[src/rtl/aud_tx_pkg.sv]
package aud_tx_pkg;

  typedef enum logic [1:0] {
    FMT_I2S = 2'd0,
    FMT_LJ  = 2'd1,
    FMT_RJ  = 2'd2,
    FMT_DSP = 2'd3
  } fmt_e;

  typedef struct packed {
    fmt_e       fmt;
    logic [1:0] wlen;
    logic       bit_inv;
    logic       frame_inv;
    logic       master;
  } cfg_t;

  localparam cfg_t CFG_RESET = '{fmt: FMT_I2S, wlen: 2'd2, bit_inv: 1'b0,
                                 frame_inv: 1'b0, master: 1'b0};

endpackage

[src/rtl/aud_tx_timing.sv]
module aud_tx_timing #(
  parameter int POS_W = 6
) (
  input  logic             clk,
  input  logic             rst_n,
  input  logic             restart,
  input  logic             master,
  input  logic             dsp,
  input  logic             bit_inv,
  input  logic             frame_inv,
  input  logic             bit_tick,
  input  logic             bit_clk_in,
  input  logic             frame_clk_in,
  output logic             bphase,
  output logic             strobe,
  output logic [POS_W-1:0] next_pos
);
  localparam logic [POS_W-1:0] LAST = '1;
  localparam logic [POS_W-1:0] HALF = POS_W'(1) << (POS_W - 1);

  logic [2:0]       bsync;
  logic [1:0]       fsync;
  logic             lr_last;
  logic [POS_W-1:0] pos;
  logic             ext_fall;
  logic             lr_now;

  assign ext_fall = bsync[2] & ~bsync[1];
  assign lr_now   = fsync[1];

  always_comb begin
    strobe   = master ? (bit_tick & bphase) : ext_fall;
    next_pos = pos + 1'b1;
    if (!master) begin
      if (dsp) begin
        if (lr_now && !lr_last) next_pos = '0;
      end else if (lr_now != lr_last) begin
        next_pos = lr_now ? HALF : '0;
      end
    end
  end

  always_ff @(posedge clk or negedge rst_n) begin
    if (!rst_n) begin
      bsync <= '0;
      fsync <= '0;
    end else begin
      bsync <= {bsync[1:0], bit_clk_in ^ bit_inv};
      fsync <= {fsync[0], frame_clk_in ^ frame_inv};
    end
  end

  always_ff @(posedge clk or negedge rst_n) begin
    if (!rst_n) begin
      pos     <= LAST;
      lr_last <= 1'b0;
      bphase  <= 1'b0;
    end else if (restart) begin
      pos     <= LAST;
      lr_last <= 1'b0;
      bphase  <= 1'b0;
    end else begin
      if (strobe) begin
        pos     <= next_pos;
        lr_last <= lr_now;
      end
      if (master && bit_tick) bphase <= ~bphase;
    end
  end

  // a master bit period advances the frame position by exactly one
  assert_master_step_R3: assert property (@(posedge clk) disable iff (!rst_n)
    (master && strobe && !restart) |=> (pos == $past(pos) + 1'b1));

endmodule

[src/rtl/aud_tx_sample.sv]
module aud_tx_sample #(
  parameter int DW = 24
) (
  input  logic          clk,
  input  logic          rst_n,
  input  logic          frame_ld,
  input  logic          s_valid,
  output logic          s_ready,
  input  logic [DW-1:0] s_left,
  input  logic [DW-1:0] s_right,
  output logic [DW-1:0] word_l,
  output logic [DW-1:0] word_r
);
  logic          full;
  logic [DW-1:0] hold_l, hold_r, cur_l, cur_r;
  logic          take;

  assign s_ready = ~full;
  assign take    = s_valid & ~full;
  assign word_l  = frame_ld ? (full ? hold_l : '0) : cur_l;
  assign word_r  = frame_ld ? (full ? hold_r : '0) : cur_r;

  always_ff @(posedge clk or negedge rst_n) begin
    if (!rst_n) begin
      full   <= 1'b0;
      hold_l <= '0;
      hold_r <= '0;
      cur_l  <= '0;
      cur_r  <= '0;
    end else begin
      if (frame_ld) begin
        cur_l <= word_l;
        cur_r <= word_r;
        full  <= 1'b0;
      end
      if (take) begin
        hold_l <= s_left;
        hold_r <= s_right;
        full   <= 1'b1;
      end
    end
  end

  // an accepted pair closes the request window
  assert_take_closes_R12: assert property (@(posedge clk) disable iff (!rst_n)
    (s_valid && s_ready) |=> !s_ready);

  // a frame start reopens the window when nothing new arrives
  assert_frame_reopens_R12: assert property (@(posedge clk) disable iff (!rst_n)
    (frame_ld && !s_valid) |=> s_ready);

endmodule

[src/rtl/aud_tx_bitsel.sv]
module aud_tx_bitsel
  import aud_tx_pkg::*;
#(
  parameter int DW    = 24,
  parameter int POS_W = 6
) (
  input  fmt_e           fmt,
  input  logic [POS_W:0] wbits,
  input  logic [POS_W-1:0] pos,
  input  logic [DW-1:0]  wl,
  input  logic [DW-1:0]  wr,
  output logic           bit_out
);
  localparam int IW = (DW > 1) ? $clog2(DW) : 1;
  localparam logic [POS_W:0] SLOT_V = (POS_W + 1)'(1) << (POS_W - 1);

  logic [POS_W:0] p, k, idx;
  logic           use_r, hit;
  logic [DW-1:0]  word;

  always_comb begin
    p     = {1'b0, pos};
    k     = {2'b00, pos[POS_W-2:0]};
    use_r = pos[POS_W-1];
    hit   = 1'b0;
    idx   = '0;
    unique case (fmt)
      FMT_I2S: begin
        hit = (k >= (POS_W + 1)'(1)) && (k <= wbits);
        idx = wbits - k;
      end
      FMT_LJ: begin
        hit = k < wbits;
        idx = wbits - (POS_W + 1)'(1) - k;
      end
      FMT_RJ: begin
        hit = k >= (SLOT_V - wbits);
        idx = SLOT_V - (POS_W + 1)'(1) - k;
      end
      FMT_DSP: begin
        if (p < wbits) begin
          use_r = 1'b0;
          hit   = 1'b1;
          idx   = wbits - (POS_W + 1)'(1) - p;
        end else if (p < (wbits << 1)) begin
          use_r = 1'b1;
          hit   = 1'b1;
          idx   = (wbits << 1) - (POS_W + 1)'(1) - p;
        end
      end
      default: hit = 1'b0;
    endcase
    word    = use_r ? wr : wl;
    bit_out = hit & word[idx[IW-1:0]];
  end

endmodule

[src/rtl/aud_ser_tx.sv]
module aud_ser_tx
  import aud_tx_pkg::*;
#(
  parameter int DW        = 24,
  parameter int SLOT_BITS = 32
) (
  input  logic          clk,
  input  logic          rst_n,
  input  logic          cfg_load,
  input  logic [1:0]    cfg_fmt,
  input  logic [1:0]    cfg_wlen,
  input  logic          cfg_bit_clk_inv,
  input  logic          cfg_frame_clk_inv,
  input  logic          cfg_master,
  input  logic          bit_tick,
  input  logic          bit_clk_in,
  input  logic          frame_clk_in,
  output logic          bit_clk_out,
  output logic          frame_clk_out,
  output logic          clk_drive,
  output logic          ser_data,
  input  logic          s_valid,
  output logic          s_ready,
  input  logic [DW-1:0] s_left,
  input  logic [DW-1:0] s_right
);
  localparam int POS_W = $clog2(2 * SLOT_BITS);
  localparam int CW    = POS_W + 1;

  cfg_t             act;
  logic [CW-1:0]    wbits;
  logic             bphase, strobe, frame_ld, nbit;
  logic [POS_W-1:0] next_pos;
  logic [DW-1:0]    word_l, word_r;
  logic             sdata_q, lr_q;

  always_ff @(posedge clk or negedge rst_n) begin
    if (!rst_n)        act <= CFG_RESET;
    else if (cfg_load) act <= '{fmt: fmt_e'(cfg_fmt), wlen: cfg_wlen,
                                bit_inv: cfg_bit_clk_inv,
                                frame_inv: cfg_frame_clk_inv,
                                master: cfg_master};
  end

  always_comb begin
    unique case (act.wlen)
      2'd0:    wbits = CW'(16);
      2'd1:    wbits = CW'(20);
      default: wbits = CW'(24);
    endcase
  end

  aud_tx_timing #(.POS_W(POS_W)) u_timing (
    .clk(clk), .rst_n(rst_n), .restart(cfg_load),
    .master(act.master), .dsp(act.fmt == FMT_DSP),
    .bit_inv(act.bit_inv), .frame_inv(act.frame_inv),
    .bit_tick(bit_tick), .bit_clk_in(bit_clk_in), .frame_clk_in(frame_clk_in),
    .bphase(bphase), .strobe(strobe), .next_pos(next_pos)
  );

  assign frame_ld = strobe & ~cfg_load & (next_pos == '0);

  aud_tx_sample #(.DW(DW)) u_sample (
    .clk(clk), .rst_n(rst_n), .frame_ld(frame_ld),
    .s_valid(s_valid), .s_ready(s_ready),
    .s_left(s_left), .s_right(s_right),
    .word_l(word_l), .word_r(word_r)
  );

  aud_tx_bitsel #(.DW(DW), .POS_W(POS_W)) u_bitsel (
    .fmt(act.fmt), .wbits(wbits), .pos(next_pos),
    .wl(word_l), .wr(word_r), .bit_out(nbit)
  );

  always_ff @(posedge clk or negedge rst_n) begin
    if (!rst_n) begin
      sdata_q <= 1'b0;
      lr_q    <= 1'b0;
    end else if (cfg_load) begin
      sdata_q <= 1'b0;
      lr_q    <= 1'b0;
    end else if (strobe) begin
      sdata_q <= nbit;
      lr_q    <= (act.fmt == FMT_DSP) ? (next_pos == '0) : next_pos[POS_W-1];
    end
  end

  assign ser_data      = sdata_q;
  assign clk_drive     = act.master;
  assign bit_clk_out   = act.master & (bphase ^ act.bit_inv);
  assign frame_clk_out = act.master & (lr_q ^ act.frame_inv);

  // serial data holds between bit-period strobes
  assert_data_hold_R4: assert property (@(posedge clk) disable iff (!rst_n)
    (!strobe && !cfg_load) |=> $stable(ser_data));

  // a master strobe leaves the bit clock at its falling-edge level
  assert_shift_edge_R4: assert property (@(posedge clk) disable iff (!rst_n)
    (act.master && strobe && !cfg_load) |=> (clk_drive && bit_clk_out == act.bit_inv));

  // DSP frame pulse is absent away from frame period 0
  assert_dsp_pulse_R8: assert property (@(posedge clk) disable iff (!rst_n)
    (act.master && act.fmt == FMT_DSP && strobe && !cfg_load && next_pos != '0)
      |=> (frame_clk_out == act.frame_inv));

endmodule

[config.mk]
export PLATFORM = sky130hd
export DESIGN_NAME = aud_ser_tx
export DESIGN_NICKNAME = d
export VERILOG_FILES = /design/src/rtl/aud_tx_pkg.sv /design/src/rtl/aud_tx_timing.sv /design/src/rtl/aud_tx_sample.sv /design/src/rtl/aud_tx_bitsel.sv /design/src/rtl/aud_ser_tx.sv
export SDC_FILE = /design/constraint.sdc
export NUM_CORES = 1
export LEC_CHECK = 0
export BUFFER_PORTS_ARGS = -buffer_cell sky130_fd_sc_hd__buf_2
export CAP_MARGIN = 20
export CORE_ASPECT_RATIO = 0.7
export CORE_MARGIN = 2
export CORE_UTILIZATION = 53
export CTS_CLUSTER_SIZE = 8
export DETAILED_ROUTE_END_ITERATION = 12
export PLACE_DENSITY = 0.81
export SYNTH_ARGS = -nofsm -noshare
export SYNTH_HDL_FRONTEND = slang
export SYNTH_SLANG_ARGS = --single-unit
[constraint.sdc]
create_clock -name clk -period 3.5 [get_ports clk]
set_input_delay 0.175 -clock clk [delete_from_list [all_inputs] [get_ports clk]]
set_output_delay 0.175 -clock clk [all_outputs]
set_load 0.01 [all_outputs]
After elaboration in Yosys (flattened, before gate mapping) --
Cells that the tools add are included.
Word-level totals: bits in registers 119, word-level logic and storage cells 100
Cells by class: reduce and logical (&&, ||, !) cells 10, add/sub/neg operators 9, equality and inequality tests 5, bitwise gates (word level) 16, order comparisons 7, mux-type cells 36
Operator list (number):
- $mux W24 | 5
- $mux W6 | 7
- $pmux W5 S4 | 1
- $sub A5 B5 Y5 | 4
- $mux W1 | 18
- $mux W5 | 2
- $sub A5 B1 Y5 const B | 2
- $and A1 B1 Y1 | 8
- $pmux W4 S2 | 1
- $ge A5 B7 Y1 | 1
- $sub A6 B5 Y7 const A | 1
- $add A6 B1 Y6 const B | 1
- $logic_not A6 Y1 | 1
- $lt A5 B6 Y1 const B | 1
- $lt A6 B5 Y1 | 1
- $lt A6 B6 Y1 | 1
- $reduce_bool A2 Y1 | 3
- $bmux W1 S5 | 1
- $ge A5 B1 Y1 const B | 1
- $le A5 B5 Y1 | 1
- $lt A5 B5 Y1 | 1
- $sub A5 B5 Y5 const A | 1
- $eq A2 B1 Y1 const B | 2
- $eq A2 B2 Y1 const B | 2
- 7 further kinds | 16

Logic depth before layout (Yosys ltp) --
Gate-level depths: netlist (run 1).
word-level depth 15, gate-level depth with buffers 19, gate-level depth less buffers 16

Hierarchy --
Synthesis (run 1) repeated with hierarchy kept, for this count alone.
Second synthesis, totals: cell total of the unflattened synthesis 580, area total of the unflattened synthesis 6836.6 µm²
By module, submodules not included:
- aud_tx_sample | area each 4030.1 µm², times used 1, cells each 275, sequential area each 2427.3 µm²
- aud_tx_bitsel | area each 1666.6 µm², times used 1, cells each 204, sequential area each 0.0 µm²
- aud_tx_timing | area each 704.4 µm², times used 1, cells each 66, sequential area each 332.8 µm²
- aud_ser_tx | area each 435.4 µm², times used 1, cells each 35, sequential area each 226.5 µm²

Least setup slack after synthesis (run 1) --
Ideal clock, no wire load.
kind register to register, start point reg u_timing.fsync[1], end point reg sdata_q (netlist: ser_data), required time 3.430 ns, data arrival time 3.648 ns, path slack -0.219 ns, cell stages (with the launch flop) 16, path buffers 2, path through dfrtp_1 > ha_1 > a211oi_2 > or2_0 > buf_6 > buf_2 > nor2_1 > ha_1 > a21oi_1 > o211a_1 > a21oi_1 > o31ai_1 > nor2_1 > a311oi_1 > o41ai_2 > nand4_1
On the way: word-level cells in the longest chain between the ends 14, elaborated cells on any way between the ends 38
RTL lines:
- start, declared | line aud_tx_timing.sv:22 | logic [1:0] fsync;
- start signal, assigned | line aud_tx_timing.sv:49 | fsync <= {fsync[0], frame_clk_in ^ frame_inv};
- $ne A1 B1 Y1, or another cell as far along | line aud_tx_timing.sv:37 | end else if (lr_now != lr_last) begin
- $mux W6, on equally long branches | line aud_tx_timing.sv:37, aud_tx_timing.sv:36
- $mux W6 (*) | line aud_tx_timing.sv:35 | if (dsp) begin
- $mux W6 (*) | line aud_tx_timing.sv:34 | if (!master) begin
- $lt A6 B6 Y1 | line aud_tx_bitsel.sv:45 | end else if (p < (wbits << 1)) begin
- $mux W1 | line aud_tx_bitsel.sv:45
- $mux W1 | line aud_tx_bitsel.sv:41 | if (p < wbits) begin
- $mux W1 | line aud_tx_bitsel.sv:27 | unique case (fmt)
- $mux W24 | line aud_tx_bitsel.sv:53 | word = use_r ? wr : wl;
- $bmux W1 S5 | line aud_tx_bitsel.sv:54 | bit_out = hit & word[idx[IW-1:0]];
- $mux W1 (not written as such) | line aud_tx_bitsel.sv:54
- $and A1 B1 Y1 (*) | line aud_tx_bitsel.sv:54
- $mux W1 (*) | line aud_ser_tx.sv:82 | end else if (strobe) begin
- $mux W1 (*) | line aud_ser_tx.sv:79 | end else if (cfg_load) begin
- end signal, assigned | line aud_ser_tx.sv:83 | sdata_q <= nbit;
- end, declared | line aud_ser_tx.sv:35 | logic sdata_q, lr_q;
Every way passes the cells marked *; elsewhere a longest branch is shown, timed or not. The select of a mux whose other input is x is not followed. A chain may end at the register's enable or synchronous reset.

Worst setup path after layout (run 1) --
start point reg u_timing.lr_last, end point reg sdata_q (netlist: ser_data)
On the way: word-level cells in the longest chain between the ends 15, elaborated cells on any way between the ends 38
RTL lines:
- start, declared | line aud_tx_timing.sv:23 | logic lr_last;
- start signal, assigned | line aud_tx_timing.sv:65 | lr_last <= lr_now;
- $logic_not A1 Y1 | line aud_tx_timing.sv:36 | if (lr_now && !lr_last) next_pos = '0;
- $logic_and A1 B1 Y1 | line aud_tx_timing.sv:36
- $mux W6 | line aud_tx_timing.sv:36
- $mux W6 (*) | line aud_tx_timing.sv:35
- $mux W6 (*) | line aud_tx_timing.sv:34
- $lt A6 B6 Y1 | line aud_tx_bitsel.sv:45
- $mux W1 | line aud_tx_bitsel.sv:45
- $mux W1 | line aud_tx_bitsel.sv:41
- $mux W1 | line aud_tx_bitsel.sv:27
- $mux W24 | line aud_tx_bitsel.sv:53
- $bmux W1 S5 | line aud_tx_bitsel.sv:54
- $mux W1 (not written as such) | line aud_tx_bitsel.sv:54
- $and A1 B1 Y1 (*) | line aud_tx_bitsel.sv:54
- $mux W1 (*) | line aud_ser_tx.sv:82
- $mux W1 (*) | line aud_ser_tx.sv:79
Marks and branches as above.

==> qor.yml, run 1 <==
outcome: "complete, no violations"
synth_fa_ha_area_share_pct: 2.86
relSlewSlack_pct: 52.1
dr.pass1.iters: 6
rsz0062_at_grt: "true"
ys_seq_area_share_pct: 48.7
crit_arrival_ns: 3.78
io_buffer_count: 66
synth_compound_area_share_pct: 19.5
grt_pass1_vias: 5219
final_cells: 889
ios: 67
drv_cap: 0
synth.distinct_cells: 71
die_width_microns: 133
antenna_found_initial: 0
crit_fanout: 13
ys.flop_type: "dfrtp_1"
setup.worst_path.start: "u_timing.lr_last$_DFFE_PN0P_"
regToRegStartpoint: "u_timing.lr_last$_DFFE_PN0P_"
tritoncts: "done"
ys_warn_count: 0
root_buffer: "clkbuf_16"
routed-wl-met3_microns: 1300
r2r_cells: 15
grt-ovfl-total: 0
final.setup.tns_ns: 0
dp_cells: 805
clk_pin_slew_worst_paths_ns: 0.06
final_nets: 799
drive_above_1_share_pct: 33.6
clock_latency_ns: 0.42
dieArea_sq_um: 12500
synth-seq-cells: 119
drt_iter0_markers: 452
r2r-end: "ser_data$_DFFE_PN0P_"
powerDensity_nw_per_um2: 776
fin_crit_ns: 3.44
worst_slew_pin_slew_ns: 0.711
synthSimpleGateAreaFrac_pct: 12.7
fmax_mhz: 291
core_area_sq_um: 11100
grt_max_degree: 84
grt_usage_pct: 27.9
cp-endpoint: "ser_data$_DFFE_PN0P_"
critical_path_required_ns: 3.84
syn_nets: 658
wl_per_cell_microns: 18.7
reg2reg_slack_ns: 0.06
end_kind: "flip-flop"
syn_inst: 582
fin_crit_sh_pct: 98.3
synth_edf_count: 0
crit_type: "flip-flop to flip-flop"
wl_met1_microns: 7620
hold_class: "input port to flip-flop"
hold_path_depth: 3
final_common_cell: "dfrtp_1"
via_per_inst: 5.98
ant_nets: 0
clkSinkCount: 119
htree_levels: 4
cts_made_buffers: 17
routabilityCongestion: 0.942
start_util_pct: 55.1
wl_met2_microns: 7370
rows: 32
async_flop_share_pct: 100
via_count: 5315
synth_mux_area_share_pct: 10.1
setup_viol: 0
areaGrowthSynthToFinish_pct: 31.8
mostFrequentLayoutCells: "dfrtp_1, nand2_1, buf_2"
drc: 0
cts_max_path_buffers: 2
cp-start-kind: "flip-flop"
die_h_microns: 94.0
wirelength_microns: 16600
fin_skew_ns: 0.00909
finalHoldViolations: 0
vdd_drop_max_mv: 0.446
hpwlAfterDp_microns: 11000
place_area_sq_um: 6900
synth_area_sq_um: 6130
leakage_nw: 3.67
diodes: 0
dr.max_layer_used: "met4"
synth_xor_area_share_pct: 2.00
maxSlewViolCount: 0
design_area_sq_um: 8080
synth.avg_cell_area_sq_um: 10.5
synth_top_family_by_area: "compound AO/OA/AOI/OAI gates"
grt_pass1_wl_microns: 26900
[layout make-up]
| cell class | instances | area, sq um |
|---|---|---|
| inverter | 14 | 52.6 |
| tap | 153 | 191 |
| clock buffer | 18 | 429 |
| fill | 784 | 3050 |
| clock inverter | 14 | 126 |
| sequential | 119 | 2990 |
| timing repair buffer | 165 | 1260 |
| multi-input combinational | 406 | 3040 |
[synth_stat cells, types with 3 or more instances]
cell type | number | area share [%]
nand2_1 | 73 | 4.5
xnor2_1 | 3 | 0.43
mux2_2 | 53 | 9.7
dfstp_2 | 7 | 3.0
buf_1 | 3 | 0.18
a22o_1 | 22 | 3.1
ha_1 | 14 | 2.9
buf_2 | 13 | 1.1
o311ai_0 | 3 | 0.43
or2_2 | 3 | 0.31
o31ai_1 | 6 | 0.73
nand4_1 | 7 | 0.71
nor2_1 | 25 | 1.5
a311oi_1 | 6 | 0.86
o21ai_0 | 25 | 2.0
nand3_1 | 25 | 2.0
a211o_1 | 7 | 1.0
xor2_1 | 11 | 1.6
clkbuf_1 | 23 | 1.4
o211a_1 | 3 | 0.49
dfrtp_1 | 112 | 46
nor3_1 | 10 | 0.82
a21oi_1 | 27 | 2.2
inv_1 | 14 | 0.86
o211ai_1 | 7 | 0.86
a211oi_1 | 8 | 0.98
a21o_1 | 4 | 0.49
a31oi_1 | 5 | 0.51
and2_1 | 3 | 0.31
[metal layers]
layer | up-vias | GRT usage (%)
met5 | - | 0
li1 | 2427 | -
met3 | 32 | 6.85
met2 | 254 | 41.4
met4 | 0 | 8.78
met1 | 2602 | 40.3
[per-stage QoR]
| stage | setup WS [ns] | total power [mW] | hold slack [ns] | utilization, % |
|---|---|---|---|---|
| 5_1_grt | -0.0865 | 6.63 | 0.00286 | 72.6 |
| 3_3_place_gp | 0.119 | 4.31 | 0.332 | 62.0 |
| 4_1_cts | 0.00929 | 6.11 | 0.00105 | 71.2 |
| 2_1_floorplan | 0.0650 | 3.66 | -0.121 | - |
| 3_5_place_dp | 0.0118 | 4.40 | 0.336 | 62.0 |
| 6_report | 0.0583 | 6.27 | 0.00483 | 72.6 |
[worst max-delay path: stages (launching register included)]
cell and delay, ns:
dfrtp_1 0.39, inv_2 0.07, ha_4 0.20, a211oi_4 0.28
or2_4 0.20, nor2_4 0.05, ha_4 0.23, a21oi_4 0.18
o41ai_4 0.11, or2b_4 0.32, buf_4 0.17, clkbuf_16 0.17
o311ai_0 0.43, nand4_1 0.17, a311o_1 0.28, nand4_1 0.11
[power breakdown]
| group | leakage, nW | switching (mW) | internal (mW) |
|---|---|---|---|
| combinational | 1.92 | 1.20 | 1.15 |
| sequential | 1.48 | 0.379 | 1.92 |
| clock | 0.271 | 0.649 | 0.979 |
[timing repair]
action	4_1_cts	5_1_grt
buffers inserted	0	3
setup endpoints to repair	1	1
hold endpoints to repair	119	0
gates resized for setup	1	19
cloned	0	1
pin swaps	1	9
hold buffers	47	0
[cell families after synthesis]
family,Yosys count
AO/OA/AOI/OAI,158
XOR/XNOR,14
adder cells (fa/ha/maj),14
buffers and inverters,57
flip-flops,119
multiplexers,55
AND/OR/NAND/NOR,165
[flip-flops by register name, summed over array words and instances, names as in the netlist]
signal	flops
u_timing.pos	6
u_sample.cur_r	24
u_sample.hold_r	24
u_sample.hold_l	24
clk_drive	1
u_timing.lr_last	1
lr_q	1
u_sample.cur_l	24
ser_data	1
u_timing.fsync	2
u_sample.full	1
u_timing.bphase	1
act	6
u_timing.bsync	3
[worst min path at each step]
stage,to,slack [ns],from
global placement,u_timing.bsync[1]$_DFF_PN0_,0.33,u_timing.bsync[0]$_DFF_PN0_
CTS,u_sample.hold_r[15]$_DFFE_PN0P_,0.001,s_right[15]
floorplan,act[1]$_DFFE_PN0P_,-0.12,rst_n
detailed placement,u_timing.fsync[1]$_DFF_PN0_,0.34,u_timing.fsync[0]$_DFF_PN0_
global route,u_sample.hold_l[6]$_DFFE_PN0P_,0.003,s_left[6]
finish,u_sample.full$_DFFE_PN0P_,0.005,s_valid
Power figures use the tool's default switching activity.
==> run 2, diff against run 1 <==
--- a/config.mk
+++ b/config.mk
@@ -12,7 +12,7 @@
 export CORE_UTILIZATION = 53
 export CTS_CLUSTER_SIZE = 8
 export DETAILED_ROUTE_END_ITERATION = 12
-export PLACE_DENSITY = 0.81
+export PLACE_DENSITY = 0.76
 export SYNTH_ARGS = -nofsm -noshare
 export SYNTH_HDL_FRONTEND = slang
 export SYNTH_SLANG_ARGS = --single-unit
==> constraint.sdc (replaced) <==
create_clock -name clk -period 3.5 [get_ports clk]
set_input_delay 0.7 -clock clk [delete_from_list [all_inputs] [get_ports clk]]
set_output_delay 0.7 -clock clk [all_outputs]
set_load 0.01 [all_outputs]
==> run 2 against run 1 <==
Clock-buffer cell count grew 1. Via count is 3.8% lower. Worst hold slack improved by 0.34 ns. First-iteration DRC count rose by 13%. Register-to-register slack improved by 0.04 ns. Flip-flop and latch count unchanged. Die area unchanged. Clock skew down 0.0013 ns. Total power shrank 1.4%. Critical path type unchanged.
==> qor.yml, run 2 (synthesis gave the netlist of run 1 again) <==
fin_skew_ns: 0.00776  # -0.00133 ns
fin_crit_ns: 3.40  # -0.0407 ns
dieArea_sq_um: 12500  # unchanged
clkSinkCount: 119  # unchanged
cts_made_buffers: 17  # unchanged
cp_cell_sequence: "inv_2, ha_4, and4b_4, or2_4, nor2_4, ha_4, a21oi_4, o41ai_4, buf_4, or2b_4, buf_4, a2111oi_4, a211oi_2, o41ai_2, nand4_1"
critical_path_required_ns: 3.78  # -0.06 ns
cts.hold.buffers_added: 0  # -100%
maxSlewViolCount: 0  # unchanged
drive_above_1_share_pct: 35.3  # +1.7 points
fin_crit_sh_pct: 97.2  # -1.2 points
die_width_microns: 133  # unchanged
grt_max_degree: 120  # +43%
ios: 67  # unchanged
use_met3_pct: 7.07  # +0.22 points
clk_pin_slew_worst_paths_ns: 0.06  # about the same
rsz0062_at_grt: "false"
dr.pass1.iters: 5  # -1
rows: 32  # unchanged
routabilityCongestion: 0.960  # +2.0%
grt_pass1_vias: 4911  # -5.9%
relSlewSlack_pct: 55.5  # +3.4 points
final_common_cell: "dfrtp_1"
mostFrequentLayoutCells: "dfrtp_1, nand2_1, buf_2"
design_area_sq_um: 7600  # -6.0%
crit_slowest_cell: "dfrtp_1"
final_nets: 752  # -5.9%
start_util_pct: 55.1  # unchanged
die_h_microns: 94.0  # unchanged
fmax_mhz: 294  # +1.2%
powerDensity_nw_per_um2: 814  # +4.9%
tritoncts: "done"
grt_usage_pct: 26.1  # -1.7 points
final_core_util_pct: 68.2  # -4.4 points
htree_levels: 4  # unchanged
diodes: 0  # unchanged
use_met2_pct: 38.0  # -3.4 points
grt_pass1_wl_microns: 25300  # -6.2%
via_count: 5111  # -3.8%
antenna_found_initial: 0  # unchanged
setup_viol: 0  # unchanged
end_kind: "flip-flop"
finalHoldViolations: 0  # unchanged
areaGrowthSynthToFinish_pct: 23.8
via_per_inst: 6.07  # +1.5%
wirelength_microns: 15700  # -5.4%
whs_ns: 0.342  # +0.337 ns
crit_arrival_ns: 3.68  # -0.10 ns
drt_iter0_markers: 513  # +13%
multi_input_area_sq_um: 3030  # -0.29%
worst-path-buf-inv: 3  # unchanged
drv_cap: 0  # unchanged
crit_type: "flip-flop to flip-flop"
drc: 0  # unchanged
core_area_sq_um: 11100  # unchanged
worst_slew_pin_slew_ns: 0.666  # -0.0452 ns
cp_top_family: "compound AO/OA/AOI/OAI gates"
final.setup.tns_ns: 0  # unchanged
seq_area_sq_um: 2990  # unchanged
ant_nets: 0  # unchanged
cts_max_path_buffers: 2  # unchanged
outcome: "complete, no violations"
io_buffer_count: 66  # unchanged
n_fill_cell: 863  # +10%
clock_latency_ns: 0.42  # about the same
cp-start-kind: "flip-flop"
root_buffer: "clkbuf_16"
critPathMaxStageDelay_ns: 0.38  # -0.05 ns
hold_class: "input port to async pin"
grt-ovfl-total: 0  # unchanged
wl_per_cell_microns: 18.7  # about the same
grt.busiest_layer: "met2"
hpwlAfterDp_microns: 10900  # -1.6%
use_met1_pct: 37.9  # -2.4 points
leakage_nw: 3.47  # -5.4%
place_area_sq_um: 6920  # +0.25%
vdd_drop_max_mv: 0.418  # -6.4%
crit_fanout: 6  # -7
-- run 2: changes by cell type in the layout (fill, tap and decap cells not counted), moves of 2 or more --
cell	delta
nand3_2	-2
o21ai_2	+2
buf_4	-2
a211oi_1	+2
buf_12	+2
clkbuf_8	+2
dlygate4sd3_1	-47
a211oi_2	-2
nand3_1	+2
-- run 2: per-layer routing --
metal  wire length, microns  up-vias
met3                   1220       28
met2                   6820      216
met1                   7410     2534
li1                       -     2333
met5                      0        -
met4                    264        0
-- run 2: what timing repair did --
action	in CTS	in global routing
pin swaps	0	4
setup endpoints to repair	1	1
cloned	0	2
resized for setup	5	9
setup buffers	0	4
hold endpoints to repair	0	0
-- run 2: worst reg2reg max path: cells and delay by family (launching register included) --
| kind | cells | cell delay (ns) |
|---|---|---|
| AOI/OAI and AO/OA | 5 | 1.06 |
| adders and majority gates | 2 | 0.38 |
| buffers and inverters | 3 | 0.42 |
| and+or+nand+nor | 5 | 1.04 |
| DFF | 1 | 0.38 |
-- run 2: worst paths after layout --
kind / startpoint / to / slack (ns) / cells after the start
max: u_timing.lr_last$_DFFE_PN0P_ / ser_data$_DFFE_PN0P_ / 0.1 / 15
min: rst_n / u_timing.bphase$_DFFE_PN0P_ / 0.34 / 2
max reg2reg: u_timing.lr_last$_DFFE_PN0P_ / ser_data$_DFFE_PN0P_ / 0.1 / 15
min reg2reg: u_timing.bsync[0]$_DFF_PN0_ / u_timing.bsync[1]$_DFF_PN0_ / 0.35 / 0
max in group asynchronous: rst_n / u_sample.hold_l[22]$_DFFE_PN0P_ / 2.65 / 2
min in group clk: u_timing.bsync[0]$_DFF_PN0_ / u_timing.bsync[1]$_DFF_PN0_ / 0.35 / 0
-- run 2: metrics by stage --
step	instances	power [mW]	setup WS (ns)
after global placement	804	4.30	0.0764
after floorplan	582	3.66	0.0650
final	842	6.18	0.0990
after CTS	836	6.09	0.0198
after global routing	842	6.54	0.00858
after detailed placement	804	4.38	-0.0305
-- run 2: final cells by class --
| cell class | instances | share of cell area (%) |
|---|---|---|
| tap | 153 | 2.52 |
| multi-input combinational | 408 | 39.9 |
| inverter | 14 | 0.692 |
| timing repair buffer | 116 | 9.98 |
| clock inverter | 13 | 1.60 |
| clock buffer | 19 | 5.96 |
| sequential | 119 | 39.3 |
-- run 2: power by group --
part,switching [mW],internal (mW)
logic,1.14,1.07
clock network,0.655,1.02
registers,0.378,1.92
